[config.mk]
export PLATFORM = sky130hd
export DESIGN_NAME = ctl_reg_bank
export DESIGN_NICKNAME = d
export VERILOG_FILES = /design/src/rtl/ctlreg_pkg.sv /design/src/rtl/ctl_status_unit.sv /design/src/rtl/ctl_sp_bank.sv /design/src/rtl/ctl_aux_store.sv /design/src/rtl/ctl_reg_bank.sv
export SDC_FILE = /design/constraint.sdc
export NUM_CORES = 1
export LEC_CHECK = 0
export BUFFER_PORTS_ARGS = -buffer_cell sky130_fd_sc_hd__buf_2
export CAP_MARGIN = 20
export CORE_MARGIN = 8
export CORE_UTILIZATION = 35
export DETAILED_ROUTE_END_ITERATION = 10
export MAX_ROUTING_LAYER = met4
export PLACE_DENSITY = 0.6
export SETUP_SLACK_MARGIN = 0.15
export SLEW_MARGIN = 20
export SYNTH_ARGS = -nofsm -noshare
export SYNTH_HDL_FRONTEND = slang
export SYNTH_SLANG_ARGS = --single-unit
export TNS_END_PERCENT = 20
[constraint.sdc]
create_clock -name clk -period 2.95 [get_ports clk]
set_input_delay 0.295 -clock clk [delete_from_list [all_inputs] [get_ports clk]]
set_output_delay 0.295 -clock clk [all_outputs]
set_load 0.02 [all_outputs]
[src/rtl/ctlreg_pkg.sv]
package ctlreg_pkg;

  localparam int unsigned CR_STAT = 0;
  localparam int unsigned CR_COND = 1;
  localparam int unsigned CR_ISP  = 2;
  localparam int unsigned CR_USP  = 3;
  localparam int unsigned CR_SCR0 = 4;
  localparam int unsigned CR_BPC  = 6;
  localparam int unsigned CR_BBST = 7;
  localparam int unsigned CR_BBPC = 8;

  localparam logic [7:0] BACK_MASK = 8'hC1;
  localparam logic [7:0] CUR_MASK  = 8'hC0;
  localparam int unsigned MODE_BIT = 7;

  typedef enum logic [1:0] {
    SW_NONE   = 2'd0,
    SW_TO_INT = 2'd1,
    SW_TO_USR = 2'd2
  } swap_e;

  function automatic logic [15:0] pack_status(input logic [7:0] bst,
                                              input logic [7:0] cur,
                                              input logic       cond);
    return {bst & BACK_MASK, (cur & CUR_MASK) | {7'b0, cond}};
  endfunction

  function automatic logic [7:0] view_backup(input logic [7:0] b);
    return b & BACK_MASK;
  endfunction

endpackage

[src/rtl/ctl_status_unit.sv]
module ctl_status_unit
  import ctlreg_pkg::*;
(
  input  logic        clk,
  input  logic        rst,
  input  logic        stat_we,
  input  logic        cond_we,
  input  logic [15:0] wdata,
  output logic        mode,
  output logic        cond,
  output logic [15:0] stat_word,
  output swap_e       swap
);

  logic [7:0] bst_q;
  logic [7:0] cur_q;
  logic       cond_q;

  always_ff @(posedge clk) begin
    if (rst) begin
      bst_q  <= '0;
      cur_q  <= '0;
      cond_q <= 1'b0;
    end else if (stat_we) begin
      bst_q  <= wdata[15:8] & BACK_MASK;
      cur_q  <= wdata[7:0] & CUR_MASK;
      cond_q <= wdata[0];
    end else if (cond_we) begin
      cond_q <= wdata[0];
    end
  end

  assign mode      = cur_q[MODE_BIT];
  assign cond      = cond_q;
  assign stat_word = pack_status(bst_q, cur_q, cond_q);

  always_comb begin
    swap = SW_NONE;
    if (stat_we && (wdata[MODE_BIT] != mode))
      swap = mode ? SW_TO_INT : SW_TO_USR;
  end

  assert_mode_tracks_R3: assert property (@(posedge clk) disable iff (rst)
    stat_we |=> mode == $past(wdata[MODE_BIT]));

  assert_cond_write_R9: assert property (@(posedge clk) disable iff (rst)
    (cond_we && !stat_we) |=> cond == $past(wdata[0]));

endmodule

[src/rtl/ctl_sp_bank.sv]
module ctl_sp_bank
  import ctlreg_pkg::*;
#(
  parameter int unsigned DW = 32
) (
  input  logic          clk,
  input  logic          rst,
  input  swap_e         swap,
  input  logic          mode,
  input  logic          isp_acc_we,
  input  logic          usp_acc_we,
  input  logic [DW-1:0] wdata,
  input  logic [DW-1:0] live_in,
  output logic [DW-1:0] isp_view,
  output logic [DW-1:0] usp_view,
  output logic          live_we,
  output logic [DW-1:0] live_out
);

  logic [DW-1:0] isp_q;
  logic [DW-1:0] usp_q;
  logic          isp_is_live;
  logic          usp_is_live;

  assign isp_is_live = !mode;
  assign usp_is_live = mode;

  always_ff @(posedge clk) begin
    if (rst) begin
      isp_q <= '0;
      usp_q <= '0;
    end else begin
      unique case (swap)
        SW_TO_INT: usp_q <= live_in;
        SW_TO_USR: isp_q <= live_in;
        default: begin
          if (isp_acc_we && !isp_is_live) isp_q <= wdata;
          if (usp_acc_we && !usp_is_live) usp_q <= wdata;
        end
      endcase
    end
  end

  assign isp_view = isp_is_live ? live_in : isp_q;
  assign usp_view = usp_is_live ? live_in : usp_q;

  always_comb begin
    live_we  = 1'b0;
    live_out = '0;
    unique case (swap)
      SW_TO_INT: begin live_we = 1'b1; live_out = isp_q; end
      SW_TO_USR: begin live_we = 1'b1; live_out = usp_q; end
      default: begin
        if ((isp_acc_we && isp_is_live) || (usp_acc_we && usp_is_live)) begin
          live_we  = 1'b1;
          live_out = wdata;
        end
      end
    endcase
  end

  assert_swap_to_int_saves_R4: assert property (@(posedge clk) disable iff (rst)
    (swap == SW_TO_INT) |=> usp_q == $past(live_in));

  assert_swap_to_usr_saves_R5: assert property (@(posedge clk) disable iff (rst)
    (swap == SW_TO_USR) |=> isp_q == $past(live_in));

  assert_live_access_keeps_bank_R6: assert property (@(posedge clk) disable iff (rst)
    (swap == SW_NONE && isp_acc_we && isp_is_live) |=> $stable(isp_q));

endmodule

[src/rtl/ctl_aux_store.sv]
module ctl_aux_store
  import ctlreg_pkg::*;
#(
  parameter int unsigned DW      = 32,
  parameter int unsigned IW      = 4,
  parameter int unsigned NUM_SCR = 2
) (
  input  logic                       clk,
  input  logic                       rst,
  input  logic                       we,
  input  logic [IW-1:0]              idx,
  input  logic [DW-1:0]              wdata,
  output logic [DW-1:0]              bpc_q,
  output logic [DW-1:0]              bbpc_q,
  output logic [7:0]                 bbst_q,
  output logic [NUM_SCR-1:0][DW-1:0] scr_q
);

  always_ff @(posedge clk) begin
    if (rst) begin
      bpc_q  <= '0;
      bbpc_q <= '0;
      bbst_q <= '0;
    end else if (we) begin
      if (idx == IW'(CR_BPC))  bpc_q  <= wdata;
      if (idx == IW'(CR_BBPC)) bbpc_q <= wdata;
      if (idx == IW'(CR_BBST)) bbst_q <= view_backup(wdata[7:0]);
    end
  end

  for (genvar g = 0; g < NUM_SCR; g++) begin : g_scr
    always_ff @(posedge clk) begin
      if (rst)
        scr_q[g] <= '0;
      else if (we && idx == IW'(CR_SCR0 + g))
        scr_q[g] <= wdata;
    end
  end

endmodule

[src/rtl/ctl_reg_bank.sv]
module ctl_reg_bank
  import ctlreg_pkg::*;
#(
  parameter int unsigned DW      = 32,
  parameter int unsigned IW      = 4,
  parameter int unsigned NUM_SCR = 2
) (
  input  logic          clk,
  input  logic          rst,
  input  logic          wr_en,
  input  logic [IW-1:0] wr_idx,
  input  logic [DW-1:0] wr_data,
  input  logic [IW-1:0] rd_idx,
  output logic [DW-1:0] rd_data,
  input  logic [DW-1:0] sp_live_in,
  output logic          sp_live_we,
  output logic [DW-1:0] sp_live_out
);

  logic                       mode;
  logic                       cond;
  logic [15:0]                stat_word;
  swap_e                      swap;
  logic [DW-1:0]              isp_view;
  logic [DW-1:0]              usp_view;
  logic [DW-1:0]              bpc_q;
  logic [DW-1:0]              bbpc_q;
  logic [7:0]                 bbst_q;
  logic [NUM_SCR-1:0][DW-1:0] scr_q;

  logic stat_we, cond_we, isp_we, usp_we;
  assign stat_we = wr_en && wr_idx == IW'(CR_STAT);
  assign cond_we = wr_en && wr_idx == IW'(CR_COND);
  assign isp_we  = wr_en && wr_idx == IW'(CR_ISP);
  assign usp_we  = wr_en && wr_idx == IW'(CR_USP);

  ctl_status_unit u_status (
    .clk       (clk),
    .rst       (rst),
    .stat_we   (stat_we),
    .cond_we   (cond_we),
    .wdata     (wr_data[15:0]),
    .mode      (mode),
    .cond      (cond),
    .stat_word (stat_word),
    .swap      (swap)
  );

  ctl_sp_bank #(.DW(DW)) u_sp (
    .clk        (clk),
    .rst        (rst),
    .swap       (swap),
    .mode       (mode),
    .isp_acc_we (isp_we),
    .usp_acc_we (usp_we),
    .wdata      (wr_data),
    .live_in    (sp_live_in),
    .isp_view   (isp_view),
    .usp_view   (usp_view),
    .live_we    (sp_live_we),
    .live_out   (sp_live_out)
  );

  ctl_aux_store #(.DW(DW), .IW(IW), .NUM_SCR(NUM_SCR)) u_aux (
    .clk    (clk),
    .rst    (rst),
    .we     (wr_en),
    .idx    (wr_idx),
    .wdata  (wr_data),
    .bpc_q  (bpc_q),
    .bbpc_q (bbpc_q),
    .bbst_q (bbst_q),
    .scr_q  (scr_q)
  );

  function automatic logic [DW-1:0] even_pc(input logic [DW-1:0] pc);
    return {pc[DW-1:1], 1'b0};
  endfunction

  logic rd_unassigned;

  always_comb begin
    rd_data       = '0;
    rd_unassigned = 1'b0;
    if (rd_idx == IW'(CR_STAT))      rd_data = DW'(stat_word);
    else if (rd_idx == IW'(CR_COND)) rd_data = DW'(cond);
    else if (rd_idx == IW'(CR_ISP))  rd_data = isp_view;
    else if (rd_idx == IW'(CR_USP))  rd_data = usp_view;
    else if (rd_idx == IW'(CR_BPC))  rd_data = even_pc(bpc_q);
    else if (rd_idx == IW'(CR_BBPC)) rd_data = even_pc(bbpc_q);
    else if (rd_idx == IW'(CR_BBST)) rd_data = DW'(view_backup(bbst_q));
    else if (int'(rd_idx) >= CR_SCR0 && int'(rd_idx) < CR_SCR0 + NUM_SCR)
      rd_data = scr_q[int'(rd_idx) - CR_SCR0];
    else
      rd_unassigned = 1'b1;
  end

  assert_pc_even_R7: assert property (@(posedge clk) disable iff (rst)
    (rd_idx == IW'(CR_BPC) || rd_idx == IW'(CR_BBPC)) |-> !rd_data[0]);

  assert_unassigned_zero_R10: assert property (@(posedge clk) disable iff (rst)
    rd_unassigned |-> rd_data == '0);

  assert_bbst_mask_R8: assert property (@(posedge clk) disable iff (rst)
    rd_idx == IW'(CR_BBST) |-> (rd_data & ~DW'(BACK_MASK)) == '0);

  assert_quiet_sp_port_R1: assert property (@(posedge clk) disable iff (rst)
    !wr_en |-> !sp_live_we);

  assert_stat_upper_zero_R2: assert property (@(posedge clk) disable iff (rst)
    rd_idx == IW'(CR_STAT) |-> rd_data[DW-1:16] == '0);

endmodule

==> summary.md, run 1 <==
| Metric | Value |
|---|---|
| Status | `finished clean` |
| Cts bufs inserted | `17` |
| Layout fillers | `3008` |
| Tcrit/Tclk final | `approximately 87%` |
| Syn Inst Count | `1371` |
| Root buf cell | `clkbuf_16` |
| Crit path max fanout | `14` |
| Core ar. | `approximately 30000 µm²` |
| FF-to-FF Start | `u_status.cur_q[7]` |
| Met3 Usage GRT | `under 10%` |
| Startpoint types | `flop` |
| Worst-Margin Slew | `roughly 0.96 ns` |
| Critical path class | `flop to primary output` |
| Worst Hold Class | `primary input to flop` |
| Drt total wl | `around 35000 µm` |
| Die width | `around 190 µm` |
| Flop pwr share | `48.8%` |
| Final critical-path required period | `2.555 ns` |
| Post-Synthesis Cell Area | `10340 µm²` |
| H-tree depth | `4` |
| Overall power | `approximately 5.6 mW` |
| CTS tree | `built` |
| Gr ovfl total | `0` |
| Die Y | `187.9 µm` |
| Iter 0 DRT Violations | `891` |
| Synthesized net count | `1446` |
| Worst Path Arrival | `2.26 ns` |
| FF/Latch Area | `around 4000 µm²` |
| Clock skew | `about 0.012 ns` |
| Met1 usage | `26.36%` |
| Row cnt | `63` |
| Hold_buf cts | `0` |
| MaxCap Viol Count | `0` |
| Port bufs | `139` |
| Post-route ant nets | `0` |
| Cell leakage power | `4.514 nW` |
| Share of cells above drive strength 1 | `~17%` |
| Met2 Use GR | `between 30% and 40%` |
| Pint | `4.129 mW` |
| RD Place Congestion | `0.7921` |
| Combinational share of power | `9.7%` |
| Slew HR | `a little over a third` |
| TritonRoute pass-1 iters | `7` |
| Total GRT Usage | `19.94%` |
| Drt wl/cell | `19.09 µm` |
| Clock Pin Slew Worst Setup and Hold Paths | `0.07 ns` |
| Area of the multi-input gates | `5811 µm²` |
| Crit end category | `primary output` |
| Post-synth top area cell | `dfxtp_1` |
| Fraction of registers with async set/reset | `0%` |
| Clock buffer depth | `2` |
| Area grow syn2layout | `15.68%` |
| Synth unique cells | `between 50 and 60` |
| Worst hold start | `sp_live_in[8]` |
| # clock sinks | `~200` |
| Yosys warns | `0` |
| PwrDens | `470.1 nW/µm²` |
| Critical-path cell list | `mux2_2 -> a222oi_1 -> o21ai_0 -> a32o_1 -> buf_2` |
| Main area contributors after synthesis | `dfxtp_1 39%, nand2_1 14%, a21oi_1 9.2%, mux2i_1 8.9%, o21ai_0 3.2%` |
| Via density | `~5.4` |
| Final setup vio count | `0` |
| Number of synthesized flops with an enable pin | `0` |
| Sw Pwr | `~1.5 mW` |
| FMAX | `slightly below 400 MHz` |
| Ys flop type | `dfxtp_1` |
| RSZ-0062 raised after global routing | `no` |
| Slowest CP cell | `dfxtp_4` |
| Number of remaining DRC errors | `0` |
| Worst skew pair latency | `0.44 ns` |
| I/O pin count | `140` |
| Minimum hold slack | `0.1523 ns` |
| Reg-to-reg endpoint | `u_sp.usp_q[14]` |
| Full die area | `35310 µm²` |
| Syn Area/Cell | `7.546 µm²` |
| Global-route wire length before repair | `55080 µm` |
| Top-area cell type share of the netlist area | `38.51%` |
| Hold depth | `3` |
| Most Crowded Layer GR | `met2` |
| Sw Ratio | `a little over a quarter` |
| Clock Power Share | `41.5%` |
| Hold Fails Final Rpt | `0` |
| Worst Reg-to-Reg Cells | `6` |
| Seq/Total Area, Yosys | `a little under 40%` |
| Reg-to-reg setup timing slack | `0.74 ns` |
| Setup TNS | `0 ns` |
| Flops & latches, synth | `199` |
| Post-CTS resize count | `0` |
| WHS Endpoint | `u_sp.usp_q[8]` |
| Via count | `10020` |
| Dpl hpwl | `22670 µm` |
| Final net count | `about 1500` |
| CP max stage delay | `0.51 ns` |
| Worst EP required | `2.65 ns` |
| Starting density of the core | `a little over a third` |
| Initial antenna violation count | `6` |
| Max-slew violation count | `0` |
| Vias in the first global route | `9690` |
| Largest net degree at the start of global routing | `90` |
| Worst vdd ir | `around 0.37 mV` |
## power by group through the flow
stage               clock [mW]  combinational [mW]  sequential, mW
finish                    2.34               0.546            2.74
global route              2.48               0.592            2.75
floorplan                    0               0.313            2.80
CTS                       2.37               0.542            2.74
global placement             0               0.532            2.81
detailed placement           0               0.539            2.81
## stage by stage
step	setup slack [ns]	instance area [µm²]	utilization, %	std cells
after floorplan	0.6632	10340	-	1371
after global placement	0.4745	11350	38.60	1814
after detailed placement	0.4616	11350	38.60	1814
after CTS	0.2514	11940	40.61	1847
after global routing	0.2620	11970	40.70	1854
final	0.3950	11970	40.70	1854
## logic make-up (layout without fill, tap and decap cells)
group / count (synthesis) / after routing / synth area share, %
xor gates and xnor gates: 3 / 3 / 0.2540
and+or+nand+nor: 539 / 539 / 22.01
DFF: 199 / 199 / 38.51
buffers and inverters: 131 / 218 / 5.806
AOI/OAI and AO/OA: 398 / 398 / 23.54
muxes: 101 / 101 / 9.881
other: 0 / 6 / 0
## worst max-delay path by stage
stage | start | end | slack, ns | cells after the start
3_3_place_gp | rd_idx[2] | rd_data[7] | 0.47 | 6
4_1_cts | u_status.cur_q[7] | sp_live_out[0] | 0.25 | 6
5_1_grt | u_status.cur_q[7] | rd_data[14] | 0.26 | 5
2_1_floorplan | wr_idx[3] | sp_live_out[0] | 0.66 | 6
6_report | u_status.cur_q[7] | rd_data[15] | 0.39 | 5
3_5_place_dp | rd_idx[2] | rd_data[7] | 0.46 | 6
## synthesized netlist by cell type, types with 9 or more instances
| library cell | number |
|---|---|
| a211oi_1 | 36 |
| mux2i_1 | 92 |
| a21oi_1 | 191 |
| buf_2 | 24 |
| nand2_1 | 394 |
| o21ai_0 | 66 |
| nor2_1 | 74 |
| mux2_2 | 9 |
| nor2b_1 | 27 |
| a211o_1 | 24 |
| a311oi_1 | 31 |
| dfxtp_1 | 199 |
| clkbuf_1 | 87 |
| o22ai_1 | 24 |
## cell usage in the layout (no fill, tap or decap), types with 5 or more instances in the layout
master and instances:
nand3_1 5, a211o_1 24, buf_2 138, clkbuf_16 17, a311oi_1 31, buf_4 38, mux2_2 9, o21ai_0 66
nor2_1 73, o22ai_1 24, a211oi_1 36, diode_2 6, mux2i_1 92, a21oi_1 191, dfxtp_1 198, nand2_1 394
nor2b_1 27
## worst max-delay path, delay by kind of cell, from the launching register on
family	cells	cell delay, ns
DFF	1	0.51
muxes	1	0.37
buffers and inverters	1	0.18
AOI/OAI and AO/OA	3	0.76
## repair_timing
item                       in CTS  in global routing
setup buffers                   1                  1
pin swaps                       0                  0
setup endpoints to repair      11                  1
## registers in the layout (all words and copies together), names as in the netlist
signal	count
u_aux.bbst_q	3
u_aux.bbpc_q	31
u_status.bst_q	3
u_aux.bpc_q	31
u_sp.isp_q	32
u_aux.scr_q	64
u_sp.usp_q	32
u_status.cur_q	2
u_status.cond	1
## metal layers
metal | share of wire (%) | vias to the layer above
li1 | - | 4919
met1 | 47 | 4753
met2 | 46 | 311
met3 | 5.0 | 37
met4 | 1.7 | 0
met5 | 0 | -
## cell type report
| class | count | share of cell area, % |
|---|---|---|
| antenna | 6 | 0.1255 |
| tap | 390 | 4.078 |
| clock inverter | 12 | 1.004 |
| multi-input combinational | 1041 | 48.56 |
| inverter | 4 | 0.1255 |
| timing repair buffer | 182 | 8.971 |
| clock buffer | 20 | 3.816 |
| sequential | 199 | 33.32 |
(Power assumes the default switching activity.)
==> inputs of run 2 (changes only) <==
--- a/config.mk
+++ b/config.mk
@@ -7,11 +7,11 @@
 export LEC_CHECK = 0
 export BUFFER_PORTS_ARGS = -buffer_cell sky130_fd_sc_hd__buf_2
 export CAP_MARGIN = 20
-export CORE_MARGIN = 8
 export CORE_UTILIZATION = 35
 export DETAILED_ROUTE_END_ITERATION = 10
 export MAX_ROUTING_LAYER = met4
 export PLACE_DENSITY = 0.6
+export RECOVER_POWER = 25
 export SETUP_SLACK_MARGIN = 0.15
 export SLEW_MARGIN = 20
 export SYNTH_ARGS = -nofsm -noshare
==> run 2 against run 1 <==
  * The run now ends with capacitance limit, slew limit left
  * Sequential cell count did not move
  * Worst setup slack got worse by 0.087 ns
  * Register-to-register slack got worse by 0.05 ns
  * Sequential share of layout area barely moved
  * Via count rose by 1.5%
==> summary.md, run 2 (synthesized netlist as in run 1, its figures left out) <==
| Metric | Value |
|---|---|
| Number of remaining DRC errors | `0 (unchanged)` |
| Worst-Margin Slew | `1.512 ns (+0.5480 ns)` |
| Full die area | `30250 µm² (-14%)` |
| Status | `finished with violations` |
| Worst skew pair latency | `0.44 ns (about the same)` |
| Worst Path Arrival | `2.35 ns (+0.09 ns)` |
| Post-Route M1 WL | `16190 µm (-2.6%)` |
| Via count | `10170 (+1.5%)` |
| Final critical-path required period | `2.642 ns (+0.08713 ns)` |
| DR WL met3 | `2352 µm (+33%)` |
| Cts bufs inserted | `17 (unchanged)` |
| Drt wl/cell | `18.72 µm (-1.9%)` |
| PwrDens | `466.9 nW/µm² (-0.68%)` |
| Via density | `5.505 (+1.9%)` |
| Area of the multi-input gates | `5806 µm² (about the same)` |
| Layout fillers | `3034 (+0.86%)` |
| RSZ-0062 raised after global routing | `no` |
| Row cnt | `62 (-1.6%)` |
| FF-to-FF Start | `u_status.cur_q[7]` |
| Final net count | `1523 (+0.20%)` |
| Crit path launch | `rd_idx[2]` |
| Top Registers | `u_aux.scr_q x64, u_sp.isp_q x32, u_sp.usp_q x32` |
| Startpoint types | `primary input` |
| Largest net degree at the start of global routing | `96 (+6.7%)` |
| Area grow syn2layout | `15.83%` |
| RD Place Congestion | `0.8111 (+2.4%)` |
| Crit end category | `primary output` |
| Port bufs | `139 (unchanged)` |
| Top reg by flops | `u_aux.scr_q` |
| Worst hold start | `sp_live_in[20]` |
| Hold Fails Final Rpt | `0 (unchanged)` |
| Worst vdd ir | `0.2875 mV (-23%)` |
| MaxCap Viol Count | `1 (+1)` |
| Highest metal used | `met4` |
| Share of cells above drive strength 1 | `16.36% (-0.17 points)` |
| Iter 0 DRT Violations | `972 (+9.1%)` |
| Cell leakage power | `4.516 nW (about the same)` |
| TritonRoute pass-1 iters | `6 (-1)` |
| Total GRT Usage | `23.31% (+3.4 points)` |
| Critical path class | `primary input to primary output` |
| Final setup vio count | `0 (unchanged)` |
| Failing checks | `capacitance limit, slew limit` |
| Drt total wl | `34600 µm (-2.2%)` |
| Root buf cell | `clkbuf_16` |
| Clock skew | `0.01156 ns (-0.0001718 ns)` |
| Slew HR | `-0.8081% (-37 points)` |
| Global-route wire length before repair | `53670 µm (-2.6%)` |
| Post-CTS resize count | `0 (unchanged)` |
| Die width | `173.9 µm (-7.4%)` |
| Gr ovfl total | `0 (unchanged)` |
| Crit path max fanout | `22 (+8)` |
| Max FFs per register | `64 (unchanged)` |
| Setup TNS | `0 ns (unchanged)` |
| FMAX | `378.5 MHz (-3.3%)` |
| Initial antenna violation count | `3 (-3)` |
| FF/Latch Area | `3988 µm² (unchanged)` |
| Worst Reg-to-Reg Cells | `6 (unchanged)` |
| Clock Pin Slew Worst Setup and Hold Paths | `0.08 ns (about the same)` |
| Hold_buf cts | `0 (unchanged)` |
| Worst Hold Class | `primary input to flop` |
| Most frequent cells in the layout | `394 x nand2_1, 198 x dfxtp_1, 191 x a21oi_1` |
| # clock sinks | `199 (unchanged)` |
| Post-route ant nets | `0 (unchanged)` |
| Dpl hpwl | `22270 µm (-1.8%)` |
| Worst EP required | `2.65 ns (about the same)` |
| Die Y | `173.9 µm (-7.4%)` |
| Starting density of the core | `35.85% (+0.66 points)` |
| Clock buffer depth | `2 (unchanged)` |
| I/O pin count | `140 (unchanged)` |
| Max-slew violation count | `33 (+33)` |
| H-tree depth | `4 (unchanged)` |
| CTS tree | `built` |
| Met2 WL post-DR | `15360 µm (-6.3%)` |
| Vias in the first global route | `9380 (-3.2%)` |
| Area after DPL | `11390 µm² (+0.37%)` |
| Tcrit/Tclk final | `89.56% (+3.0 points)` |
| Core ar. | `28860 µm² (-1.9%)` |
| Hold depth | `3 (unchanged)` |
| Final Instance Area | `11980 µm² (+0.14%)` |
| Most common library cell in the layout ignoring fill and taps | `nand2_1` |
## run 2: cell type report
class,count,area share (%)
well taps,384,4.010
repair buffers,185,9.251
inverters,4,0.1253
diodes,3,0.06265
flip-flops and latches,199,33.28
multi-input cells,1041,48.45
clock inverters,14,1.159
clock buffers,18,3.665
## run 2: worst max-delay path: stages
cell      delay [ns]
buf_2           0.24
nor4b_2         0.74
buf_4           0.38
a222oi_1        0.14
o21ai_0         0.13
a32o_1          0.22
buf_2           0.19
## run 2: through the flow
stage / hold slack, ns / power, mW / setup slack, ns / std cells / utilization [%]
after floorplan: 0.4310 / 3.113 / 0.6632 / 1371 / -
after global placement: 0.4406 / 3.338 / 0.3679 / 1812 / 39.47
after detailed placement: 0.4454 / 3.345 / 0.3516 / 1812 / 39.47
after CTS: 0.1390 / 5.636 / 0.3100 / 1845 / 41.53
after global routing: 0.1444 / 5.793 / 0.1685 / 1847 / 41.51
final: 0.1504 / 5.595 / 0.3079 / 1848 / 41.52
## run 2: what timing repair did
item                       in CTS  in global routing
setup endpoints to repair       1                  0
hold endpoints to repair        0                  0
buffers inserted                1                  0
## run 2: power breakdown
part / total [mW] / internal (mW) / switching [mW]
clock: 2.31 / 1.14 / 1.16
combinational: 0.545 / 0.181 / 0.364
sequential: 2.74 / 2.72 / 0.0219
## run 2: path summary, 6_finish.rpt
kind / endpoint / slack [ns]
worst max-delay path: rd_data[8] / 0.31
worst min-delay path: u_sp.usp_q[20] / 0.15
worst max register to register: u_sp.usp_q[11] / 0.69
worst min register to register: u_aux.scr_q[47] / 0.46
## run 2: per-layer routing
| metal | global-route usage (%) | vias up |
|---|---|---|
| li1 | - | 4934 |
| met5 | - | - |
| met1 | 31.81 | 4826 |
| met2 | 34.90 | 364 |
| met4 | 7.602 | 0 |
| met3 | 3.806 | 50 |
